### src/rtl/cflow_pkg.sv
// Package: shared encodings for the compact-ISA branch sequencer.
// Assumes the instruction class is bits [15:11] of a halfword.
package cflow_pkg;

    localparam logic [4:0] CLS_SEC_WIDE = 5'd29;
    localparam logic [4:0] CLS_FIRST    = 5'd30;
    localparam logic [4:0] CLS_SEC      = 5'd31;
    localparam logic [4:0] CLS_JUMP     = 5'd28;
    localparam logic [3:0] CONDBR_TOP   = 4'b1101;

    typedef enum logic [3:0] {
        CC_EQ = 4'd0, CC_NE, CC_CS, CC_CC, CC_MI, CC_PL, CC_VS, CC_VC,
        CC_HI, CC_LS, CC_GE, CC_LT, CC_GT, CC_LE, CC_RSV, CC_TRAP
    } cc_e;

    typedef struct packed {
        logic n;
        logic z;
        logic c;
        logic v;
    } nzcv_t;

    typedef struct packed {
        logic taken;
        logic link_wr;
        logic to_wide;
        logic swi;
        logic undef;
        logic first;
    } ctl_t;

endpackage

### src/rtl/cflow_cond_eval.sv
// Condition evaluator: returns whether a 4-bit condition code passes for
// the given flags. Codes 14 and 15 never pass (they are decoded elsewhere).
module cflow_cond_eval
    import cflow_pkg::*;
(
    input  cc_e   cc,
    input  nzcv_t fl,
    output logic  pass
);

    // Purpose: map each condition code onto its flag expression.
    always_comb begin
        case (cc)
            CC_EQ:   pass = fl.z;
            CC_NE:   pass = !fl.z;
            CC_CS:   pass = fl.c;
            CC_CC:   pass = !fl.c;
            CC_MI:   pass = fl.n;
            CC_PL:   pass = !fl.n;
            CC_VS:   pass = fl.v;
            CC_VC:   pass = !fl.v;
            CC_HI:   pass = fl.c && !fl.z;
            CC_LS:   pass = !fl.c || fl.z;
            CC_GE:   pass = (fl.n == fl.v);
            CC_LT:   pass = (fl.n != fl.v);
            CC_GT:   pass = !fl.z && (fl.n == fl.v);
            CC_LE:   pass = fl.z || (fl.n != fl.v);
            default: pass = 1'b0;
        endcase
    end

endmodule

### src/rtl/cflow_decode.sv
// Branch decoder: classifies one halfword and computes the target, link data
// and control strobes. Assumes link_eff already carries any pending first-half
// value and cond_pass comes from the condition evaluator.
module cflow_decode
    import cflow_pkg::*;
#(
    parameter int ADDR_W = 32
) (
    input  logic [15:0]       instr,
    input  logic [ADDR_W-1:0] pc,
    input  logic [ADDR_W-1:0] link_eff,
    input  logic              cond_pass,
    input  logic              v5_en,
    output ctl_t              ctl,
    output logic [ADDR_W-1:0] tgt,
    output logic [ADDR_W-1:0] lnk
);

    localparam int PAD8  = ADDR_W - 9;
    localparam int PAD11 = ADDR_W - 12;
    localparam int PADHI = ADDR_W - 23;

    logic [4:0]        cls;
    cc_e               cc;
    logic [ADDR_W-1:0] off8_sx, off11_sx, off_hi, off_lo;
    logic [ADDR_W-1:0] pc_plus4, ret_addr, sec_sum;

    // Purpose: slice fields and form the offsets and base addresses.
    always_comb begin
        cls      = instr[15:11];
        cc       = cc_e'(instr[11:8]);
        off8_sx  = {{PAD8{instr[7]}}, instr[7:0], 1'b0};
        off11_sx = {{PAD11{instr[10]}}, instr[10:0], 1'b0};
        off_hi   = {{PADHI{instr[10]}}, instr[10:0], 12'd0};
        off_lo   = {{PAD11{1'b0}}, instr[10:0], 1'b0};
        pc_plus4 = pc + ADDR_W'(4);
        ret_addr = pc + ADDR_W'(2);
        ret_addr[0] = 1'b1;
        sec_sum  = link_eff + off_lo;
    end

    // Purpose: select the result for the instruction class.
    always_comb begin
        ctl = '0;
        tgt = '0;
        lnk = '0;
        if (instr[15:12] == CONDBR_TOP) begin
            if (cc == CC_TRAP) begin
                ctl.swi = 1'b1;
            end else if (cc == CC_RSV) begin
                ctl.undef = 1'b1;
            end else begin
                ctl.taken = cond_pass;
                tgt       = pc_plus4 + off8_sx;
            end
        end else begin
            case (cls)
                CLS_JUMP: begin
                    ctl.taken = 1'b1;
                    tgt       = pc_plus4 + off11_sx;
                end
                CLS_SEC_WIDE: begin
                    if (v5_en && !instr[0]) begin
                        ctl.taken   = 1'b1;
                        ctl.link_wr = 1'b1;
                        ctl.to_wide = 1'b1;
                        tgt         = {sec_sum[ADDR_W-1:2], 2'b00};
                        lnk         = ret_addr;
                    end else begin
                        ctl.undef = 1'b1;
                    end
                end
                CLS_FIRST: begin
                    ctl.link_wr = 1'b1;
                    ctl.first   = 1'b1;
                    lnk         = pc + off_hi;
                end
                CLS_SEC: begin
                    ctl.taken   = 1'b1;
                    ctl.link_wr = 1'b1;
                    tgt         = sec_sum;
                    lnk         = ret_addr;
                end
                default: ;
            endcase
        end
    end

endmodule

### src/rtl/cflow_seq.sv
// Top: branch and link sequencer. It registers the decoded result one cycle
// after an accepted halfword and keeps the last first-half link value so
// that an immediately following second half does not depend on the
// register file write having landed. Assumes ADDR_W >= 24.
module cflow_seq
    import cflow_pkg::*;
#(
    parameter int ADDR_W = 32
) (
    input  logic              clk,
    input  logic              rst_n,
    input  logic              instr_valid,
    input  logic [15:0]       instr,
    input  logic [ADDR_W-1:0] pc,
    input  logic [3:0]        flags,
    input  logic [ADDR_W-1:0] link_in,
    input  logic              v5_en,
    output logic              taken,
    output logic              flush,
    output logic [ADDR_W-1:0] target,
    output logic              link_wr,
    output logic [ADDR_W-1:0] link_wdata,
    output logic              to_wide,
    output logic              swi,
    output logic [7:0]        swi_imm,
    output logic              undef
);

    logic              pend_q;
    logic [ADDR_W-1:0] pend_link_q;
    logic [ADDR_W-1:0] link_eff;
    logic              pass;
    ctl_t              ctl;
    logic [ADDR_W-1:0] tgt, lnk;

    // Purpose: pick the pending first-half value over the register file copy.
    always_comb link_eff = pend_q ? pend_link_q : link_in;

    cflow_cond_eval u_cond (
        .cc   (cc_e'(instr[11:8])),
        .fl   (nzcv_t'(flags)),
        .pass (pass)
    );

    cflow_decode #(.ADDR_W(ADDR_W)) u_dec (
        .instr     (instr),
        .pc        (pc),
        .link_eff  (link_eff),
        .cond_pass (pass),
        .v5_en     (v5_en),
        .ctl       (ctl),
        .tgt       (tgt),
        .lnk       (lnk)
    );

    // Purpose: track whether the last accepted halfword was a first half.
    always_ff @(posedge clk) begin
        if (!rst_n) begin
            pend_q      <= 1'b0;
            pend_link_q <= '0;
        end else if (instr_valid) begin
            pend_q <= ctl.first;
            if (ctl.first) pend_link_q <= lnk;
        end
    end

    // Purpose: register the result as single-cycle strobes plus data.
    always_ff @(posedge clk) begin
        if (!rst_n) begin
            taken      <= 1'b0;
            flush      <= 1'b0;
            link_wr    <= 1'b0;
            to_wide    <= 1'b0;
            swi        <= 1'b0;
            undef      <= 1'b0;
            target     <= '0;
            link_wdata <= '0;
            swi_imm    <= '0;
        end else if (instr_valid) begin
            taken      <= ctl.taken;
            flush      <= ctl.taken;
            link_wr    <= ctl.link_wr;
            to_wide    <= ctl.to_wide;
            swi        <= ctl.swi;
            undef      <= ctl.undef;
            target     <= tgt;
            link_wdata <= lnk;
            swi_imm    <= instr[7:0];
        end else begin
            taken   <= 1'b0;
            flush   <= 1'b0;
            link_wr <= 1'b0;
            to_wide <= 1'b0;
            swi     <= 1'b0;
            undef   <= 1'b0;
        end
    end

endmodule

### config.mk
export PLATFORM = sky130hd
export DESIGN_NAME = cflow_seq
export DESIGN_NICKNAME = d
export VERILOG_FILES = /design/src/rtl/cflow_pkg.sv /design/src/rtl/cflow_cond_eval.sv /design/src/rtl/cflow_decode.sv /design/src/rtl/cflow_seq.sv
export SDC_FILE = /design/constraint.sdc
export NUM_CORES = 1
export LEC_CHECK = 0
export ABC_AREA = 1
export BUFFER_PORTS_ARGS = -buffer_cell sky130_fd_sc_hd__buf_2
export CAP_MARGIN = 20
export CORE_AREA = 2 2 149 151
export DETAILED_ROUTE_END_ITERATION = 6
export DIE_AREA = 0 0 151 153
export PLACE_DENSITY = 0.84
export REMOVE_ABC_BUFFERS = 1
export SLEW_MARGIN = 20
export SYNTH_ARGS = -nofsm -noshare
export SYNTH_HDL_FRONTEND = slang
export SYNTH_SLANG_ARGS = --single-unit
### constraint.sdc
create_clock -name clk -period 4.45 [get_ports clk]
set_input_delay 0.445 -clock clk [delete_from_list [all_inputs] [get_ports clk]]
set_output_delay 0.445 -clock clk [all_outputs]
set_load 0.1 [all_outputs]
# Yosys cells after proc, flatten, opt, wreduce, memory -nomap -nowiden
# Index checks and enable logic that the tools add are counted.
# W data, S select, Z words.
# word_totals
ff_bits	110
output_inout_bits	78
# op_classes
bitwise	3
n_reduce_logical	18
eq_ne	22
addsub	6
muxes	24
# ops
cell	n
$mux W32	7
$pmux W32 S3	2
$add A32 B32 Y32	3
$eq A4 B4 Y1 const B	9
$add A32 B12 Y32	1
$add A32 B2 Y32 const B	1
$add A32 B3 Y32 const B	1
$eq A5 B5 Y1 const B	4
$eq A4 B3 Y1 const B	4
$pmux W1 S14	1
$mux W1	11
$eq A4 B2 Y1 const B	2
$logic_not A1 Y1	5
$eq A4 B1 Y1 const B	1
$logic_not A4 Y1	1
$pmux W1 S2	2
$reduce_and A2 Y1	2
$reduce_or A2 Y1	2
$reduce_or A4 Y1	1
$logic_and A1 B1 Y1	3
$mux W3	1
$not A1 Y1	3
$reduce_and A3 Y1	1
$reduce_or A3 Y1	1
3 further kinds	4

# Logic depth before layout (Yosys ltp)
# Gate-level depths: netlist of the first run.
# logic_depth
ltp_word	6
mapped_depth	24
depth_no_buf	24

# Cells and area by module
# From an unflattened synthesis of the first run, not the netlist that was laid out.
# hier_totals
cells_unflattened	2411
area_unflattened_um2	13171.4
# by_module_without_submodules
module	seq_area_each_um2	n_inst	cells_each	area_each_um2
cflow_decode	0.0	1	1723	8530.7
cflow_seq	2202.1	1	638	4444.3
cflow_cond_eval	0.0	1	50	196.4

# Worst setup path before layout of the first run
# No wires, ideal clock.
# synth_timing
kind	input -> register
start	input port pc[5]
end	register target[31]
path_slack_ns	1.567
arrival_time_ns	2.763
n_path_buf	0
setup_time_ns	0.120
cell_stages	20
cell_sequence	nand2_1 inv_1 nand2_2 nor2_4 inv_2 nor4_4 nand3_1 nor2_1 xor2_1 inv_1 ha_1 inv_1 nor3_1 nand2_1 nor4_1 nand2_1 a21oi_1 nor2_1 nor2_1 nor2_1
# synth_via
elab_chain_cells	5
word_cells_on_any_way	7
classes_between	3 x add/sub; 4 x mux
# synth_lines
element	line_no	rtl
start, declared	cflow_seq.sv:14	input logic [ADDR_W-1:0] pc,
$add A32 B3 Y32 (*)	cflow_decode.sv:36	pc_plus4 = pc + ADDR_W'(4);
$add A32 B32 Y32	cflow_decode.sv:54	tgt = pc_plus4 + off8_sx;
$mux W32	cflow_decode.sv:50	end else if (cc == CC_RSV) begin
$mux W32	cflow_decode.sv:48	if (cc == CC_TRAP) begin
$mux W32 (*)	cflow_decode.sv:47	if (instr[15:12] == CONDBR_TOP) begin
end signal, assigned	cflow_seq.sv:86	target <= tgt;
end, declared	cflow_seq.sv:20	output logic [ADDR_W-1:0] target,
# Mark *: on every way between the ends. The rest lies on a longest branch, timed or not.
# A chain may end at the register's enable or synchronous reset.

# Final worst setup path of the first run
# layout_timing
start	input port pc[2]
end	register target[31]
# Same word-level chain as after synthesis.

==> impl_metrics.csv, run 1 <==
group,metric,value,unit
clocking,post_cts_resize_count,0,
yosys,synth_top_cell_area_share,18.5,%
clocking,tritoncts,"yes",
sta,report.final.slew_viol_count,0,
power,p_leak,7.64,nW
yosys,ys_types,54,
place,post_dp_cell_area,13700,sq um
worst_setup_path,worstPathRequired,4.76,ns
sta,setup_tns,0,ns
place,dpl.cell_count,2666,
worst_setup_path,slowest_delay,0.42,ns
run,drv_cap,0,
place,io_buffers,165,
place,hpwl,40200,um
yosys,synth-edff-count,0,
layout,final_cell_area,14100,sq um
sta,setup_viol,0,
min_path,worstHoldPathCells,3,
worst_setup_path,worst-path-buf-inv,3,
floorplanning,floorplan.initialDensity,59.3,%
sta,rsz0062_at_grt,"no",
routing,firstDrtPassIters,7,
worst_setup_path,cp_cell_sequence,"buf_2 -> ha_1 -> nand2_1 -> nor2_2 -> inv_1 -> nor2_2 -> nand2_2 -> nor2_4 -> nand2_1 -> nor2_1 -> xor2_1 -> ha_1 -> inv_1 -> nor3_1 -> nand2_1 -> nor4_1 -> nand2_1 -> nand3_1 -> nand2_1 -> nor2_1 -> nor2_1 -> nor2_1",
layout,final_cell_mix,"nand2_1, inv_1, nor2_1, nand3_1, o21ai_0",
layout,n_antenna_cell,0,
sta,finClkSkew,0.0133,ns
global_route,grt_pass1_vias,14800,
clocking,cts.sinks,110,
clocking,cts_buffers,9,
global_route,antenna_found_initial,0,
yosys,syn_area_per_cell,5.62,sq um
worst_setup_path,rrSetupSlack,1.04,ns
clocking,cts.clk_slew.worst_paths,0.10,ns
yosys,synth.area.top_cells,"nand2_1, dfxtp_1, inv_1, ha_1, nor2_1",
layout,syn2layout_area_growth,10.4,%
clocking,cts_setup_buffers,0,
global_route,grt_pass1_wl,76900,um
sta,max_clock_freq,0.259,GHz
worst_setup_path,critPathLaunchType,"input pin",
worst_setup_path,cp_max_fo,5,
worst_setup_path,cp.arrival,4.17,ns
worst_setup_path,crit_path_end_kind,"flip-flop",
worst_setup_path,critPathTopFamily,"simple AND/OR/NAND/NOR gates",
routing,wl_per_cell,18.9,um
sta,post-route-period-util,86.7,%
floorplanning,die_y,153,um
layout,final_common_cell,"nand2_1",
yosys,async_flop_share,0,%
sta,timing.final.crit_period,3.86,ns
yosys,synth_cells,2265,
routing,route.detailed.drc,10,
floorplanning,rows,54,
global_route,track_usage,43.1,%
routing,wirelength,50600,um
yosys,ys_ff_latch,110,
power,powerDensity,247,nW/um^2
layout,layoutNonFillerInstCount,2682,
outcome,status,"complete, but fails checks",
routing,vias_per_cell,5.93,
layout,layout-drive-gt1-share,10.3,%
worst_setup_path,cpMostUsedCell,"nand2_1",
yosys,synth_largest_area_cell,"nand2_1",
worst_setup_path,r2r_cells,15,
routing,vias,15900,
floorplanning,io_pins,166,
clocking,hold_buffers,0,
global_route,grt_max_degree,58,
sta,tightest_slew,0.876,ns
yosys,ys.flop_type,"dfxtp_1",
sta,slew_headroom,41.4,%
place,globalplace.congestion,1.08,
yosys,synth_area,12700,sq um
layout,final_nets,2577,
floorplanning,die_w,151,um
yosys,ys_seq_area_share,17.3,%
sta,hold_violations,0,
power,max-vdd-ir-drop,0.000253,V
min_path,hp-class,"in2reg",
routing,dr.first_iter.drc_count,1656,
floorplanning,core,21500,sq um
clocking,clock_path_buffers,2,
worst_setup_path,worst-path-stages,22,
clocking,worstSkewPairLatency,0.38,ns
outcome,violations,"design-rule violations",
global_route,gr-total-overflow,0,
yosys,ys_warn_count,0,
clocking,cts.htree.levels,3,
clocking,root_buffer,"clkbuf_16",
routing,ant_nets,0,
worst_setup_path,path_class,"in2reg",
floorplanning,die_area,23100,sq um
worst_setup_path,slowest_stage,"xor2_1",
[registers in the layout (all words and copies together), names as in the netlist]
| signal | flops |
|---|---|
| swi | 1 |
| to_wide | 1 |
| flush | 1 |
| target | 32 |
| pend_link_q | 32 |
| link_wr | 1 |
| pend_q | 1 |
| swi_imm | 8 |
| undef | 1 |
| link_wdata | 32 |
[final cells by class]
| cell class | count | area, sq um |
|---|---|---|
| Clock buffer | 9 | 225 |
| Tap cell | 280 | 350 |
| Sequential cell | 110 | 2200 |
| Timing Repair Buffer | 174 | 896 |
| Clock inverter | 7 | 96.3 |
| Inverter | 338 | 1270 |
| Fill cell | 2101 | 7430 |
| Multi-Input combinational cell | 1764 | 9010 |
[synthesized netlist by cell type (3+ instances only)]
master      n
buf_6       3
ha_1       89
nor3_2      5
nor2_2     11
or2_1       3
o21ai_1     8
nand2_1   627
buf_2      10
nor2_4      3
nand2_2    10
a31oi_1     6
buf_4       3
inv_1     328
nor3_1     19
fa_1        3
o211ai_1    8
nand4_1    41
o221ai_1    3
xor2_1     36
and2_1      5
a21o_1      5
dfxtp_1   110
nand3_1   177
xnor2_1    17
o22ai_1     6
o21ai_0   174
o21a_1      7
a21oi_1   141
nor2_1    291
o21bai_1   23
or2_2      10
a21boi_0    3
nand3b_1   13
inv_2       9
clkbuf_1   34
[tightest hold or removal path, stage by stage]
cell	delay [ns]
buf_2	0.11
nand2_1	0.06
a21oi_1	0.07
[through the flow]
step	util (%)	total power, mW	hold WS [ns]	setup WS [ns]
global route	65.4	3.62	0.362	0.467
finish	65.4	3.47	0.350	0.594
detailed placement	63.9	2.50	0.465	0.447
floorplan	-	2.09	0.505	1.45
global placement	63.9	2.48	0.459	0.517
CTS	65.4	3.43	0.331	0.801
[final timing paths]
check,from,to
worst min-delay path,pc[0],target[0]
worst max-delay path,pc[2],target[31]
worst max register to register,pend_q,target[19]
worst min register to register,target[6],target[6]
[layer usage]
| layer | share of wire [%] | GRT usage, % | vias up |
|---|---|---|---|
| li1 | - | - | 7571 |
| met2 | 44 | 68.8 | 982 |
| met5 | 0 | 0 | - |
| met1 | 39 | 54.1 | 7132 |
| met4 | 6.7 | 24.5 | 0 |
| met3 | 11 | 8.39 | 219 |
[cell families after synthesis]
kind of cell	Yosys count	share of synthesized area, %
mux	1	0.0786
xor+xnor	53	3.65
simple gates	1224	41.0
flops	110	17.3
fa+ha+maj	92	9.22
buf+inv	391	11.9
compound gates	394	16.9
[where the power goes]
group	internal [mW]	total (mW)	switching, mW	leakage [nW]
registers	1.03	1.05	0.0212	0.901
clock network	0.418	0.934	0.516	0.156
logic	0.391	1.49	1.10	6.58
No activity file was read; power rests on OpenSTA's default activity.
==> run 2, diff against run 1 <==
- CORE_AREA: 2 2 149 151 -> 2 2 114 198
- DIE_AREA: 0 0 151 153 -> 0 0 116 200
- PLACE_DENSITY: 0.84 -> 0.83
==> impl_metrics.csv, run 2 (synthesis gave the netlist of run 1 again) <==
group,metric,value,unit
outcome,status,"complete, but fails checks",
outcome,violations,"design-rule violations",
min_path,hp-class,"in2reg",
worst_setup_path,cp.arrival,4.49,ns
global_route,track_usage,47.9,%
routing,firstDrtPassIters,7,
worst_setup_path,slowest_stage,"xnor2_1",
run,drv_cap,0,
clocking,cts.sinks,110,
sta,hold_violations,0,
worst_setup_path,path_class,"in2reg",
sta,tightest_slew,1.01,ns
sta,slew_headroom,32.2,%
clocking,cts.clk_slew.worst_paths,0.08,ns
routing,vias,16300,
routing,wirelength,55300,um
sta,rsz0062_at_grt,"no",
sta,finClkSkew,0.0250,ns
worst_setup_path,worstPathRequired,4.75,ns
worst_setup_path,critPathLaunchType,"input pin",
power,max-vdd-ir-drop,0.000289,V
floorplanning,die_y,200,um
floorplanning,die_area,23200,sq um
floorplanning,floorplan.initialDensity,59.2,%
worst_setup_path,worst-path-buf-inv,4,
clocking,clock_path_buffers,2,
global_route,grt_pass1_wl,83100,um
global_route,gr-total-overflow,0,
routing,met1_length,17000,um
clocking,root_buffer,"clkbuf_16",
clocking,hold_buffers,0,
routing,wl_per_cell,20.4,um
sta,setup_tns,0,ns
routing,vias_per_cell,6.04,
place,io_buffers,165,
power,report.power.total,3.52,mW
layout,final_nets,2588,
worst_setup_path,slowest_delay,0.55,ns
place,globalplace.congestion,1.15,
power,p_leak,7.70,nW
worst_setup_path,cp_cell_sequence,"buf_2 -> inv_1 -> nor2_2 -> nand2_2 -> nor2_4 -> inv_2 -> nor4_4 -> nand3_1 -> xnor2_1 -> ha_1 -> nand2_1 -> nor2_1 -> nand2_1 -> inv_1 -> nand3_1 -> nand3_1 -> nand2_1 -> nand3_1 -> nand2_1 -> nor2_1 -> nor2_1",
sta,timing.final.crit_period,4.19,ns
routing,route.detailed.drc,3,
floorplanning,die_w,116,um
routing,route.met2.wl,25900,um
routing,wl_met3,5710,um
global_route,grt_pass1_vias,15700,
clocking,worstSkewPairLatency,0.42,ns
global_route,antenna_found_initial,0,
sta,setup_viol,0,
worst_setup_path,critPathTopFamily,"simple AND/OR/NAND/NOR gates",
sta,post-route-period-util,94.2,%
layout,fin_util,65.8,%
worst_setup_path,rrSetupSlack,1.06,ns
clocking,cts_buffers,9,
layout,final_common_cell,"nand2_1",
place,hpwl,43300,um
power,powerDensity,249,nW/um^2
layout,n_antenna_cell,0,
worst_setup_path,crit_path_end_kind,"flip-flop",
sta,max_clock_freq,0.238,GHz
worst_setup_path,cp_max_fo,5,
layout,top_regs,"link_wdata (32), pend_link_q (32), target (32)",
layout,final_cell_mix,"nand2_1, inv_1, nor2_1, nand3_1, o21ai_0",
clocking,tritoncts,"yes",
layout,layout-drive-gt1-share,10.7,%
routing,highest_layer,"met4",
layout,syn2layout_area_growth,11.2,%
routing,dr.first_iter.drc_count,1518,
sta,report.final.slew_viol_count,0,
floorplanning,core,21500,sq um
clocking,post_cts_resize_count,0,
clocking,cts.htree.levels,3,
global_route,grt_max_degree,59,
floorplanning,io_pins,166,
clocking,cts_setup_buffers,0,
routing,ant_nets,0,
floorplanning,rows,71,
-- run 2: cell count changes in the layout (fill, tap and decap cells not counted) --
cell / change
clkinv_8: -1
inv_16: +1
buf_4: +11
inv_8: -1
inv_6: +1
-- run 2: power by group --
part	internal (mW)	leakage, nW	switching (mW)
clock network	0.420	0.157	0.531
registers	1.03	0.901	0.0227
logic	0.397	6.64	1.13
total	1.84	7.70	1.68
-- run 2: final timing paths --
path | startpoint | end | cells after the start
worst max-delay path | pc[2] | target[27] | 21
worst min-delay path | pc[0] | target[0] | 3
worst max register to register | pend_q | target[20] | 14
worst min register to register | target[7] | target[7] | 2
-- run 2: metrics by stage --
step / hold slack, ns / instance area (sq um) / instances / worst slack (ns)
after global placement: 0.459 / 13800 / 2689 / 0.266
after CTS: 0.333 / 14200 / 2705 / 0.684
final: 0.337 / 14200 / 2705 / 0.256
after global routing: 0.352 / 14200 / 2705 / 0.0266
after floorplan: 0.505 / 12500 / 2212 / 1.45
after detailed placement: 0.469 / 13800 / 2689 / 0.283
-- run 2: layout make-up --
cell class,instances,area [sq um]
inverters,338,1270
clock inverters,7,97.6
clock buffers,9,225
well taps,292,365
fillers,2147,7350
repair buffers,185,978
multi-input cells,1764,9010
flip-flops and latches,110,2200
-- run 2: routing by layer --
layer	vias to the layer above	GRT usage (%)
li1	7604	-
met1	7380	44.8
met2	960	80.2
met3	390	15.1
met4	0	47.0
met5	-	0
-- run 2: worst reg2reg max path: cells and delay by family (launching register included) --
kind / cells / cell delay, ns
simple gates: 9 / 1.60
flops: 1 / 0.55
buf+inv: 2 / 0.48
compound gates: 2 / 0.35
fa+ha+maj: 1 / 0.31
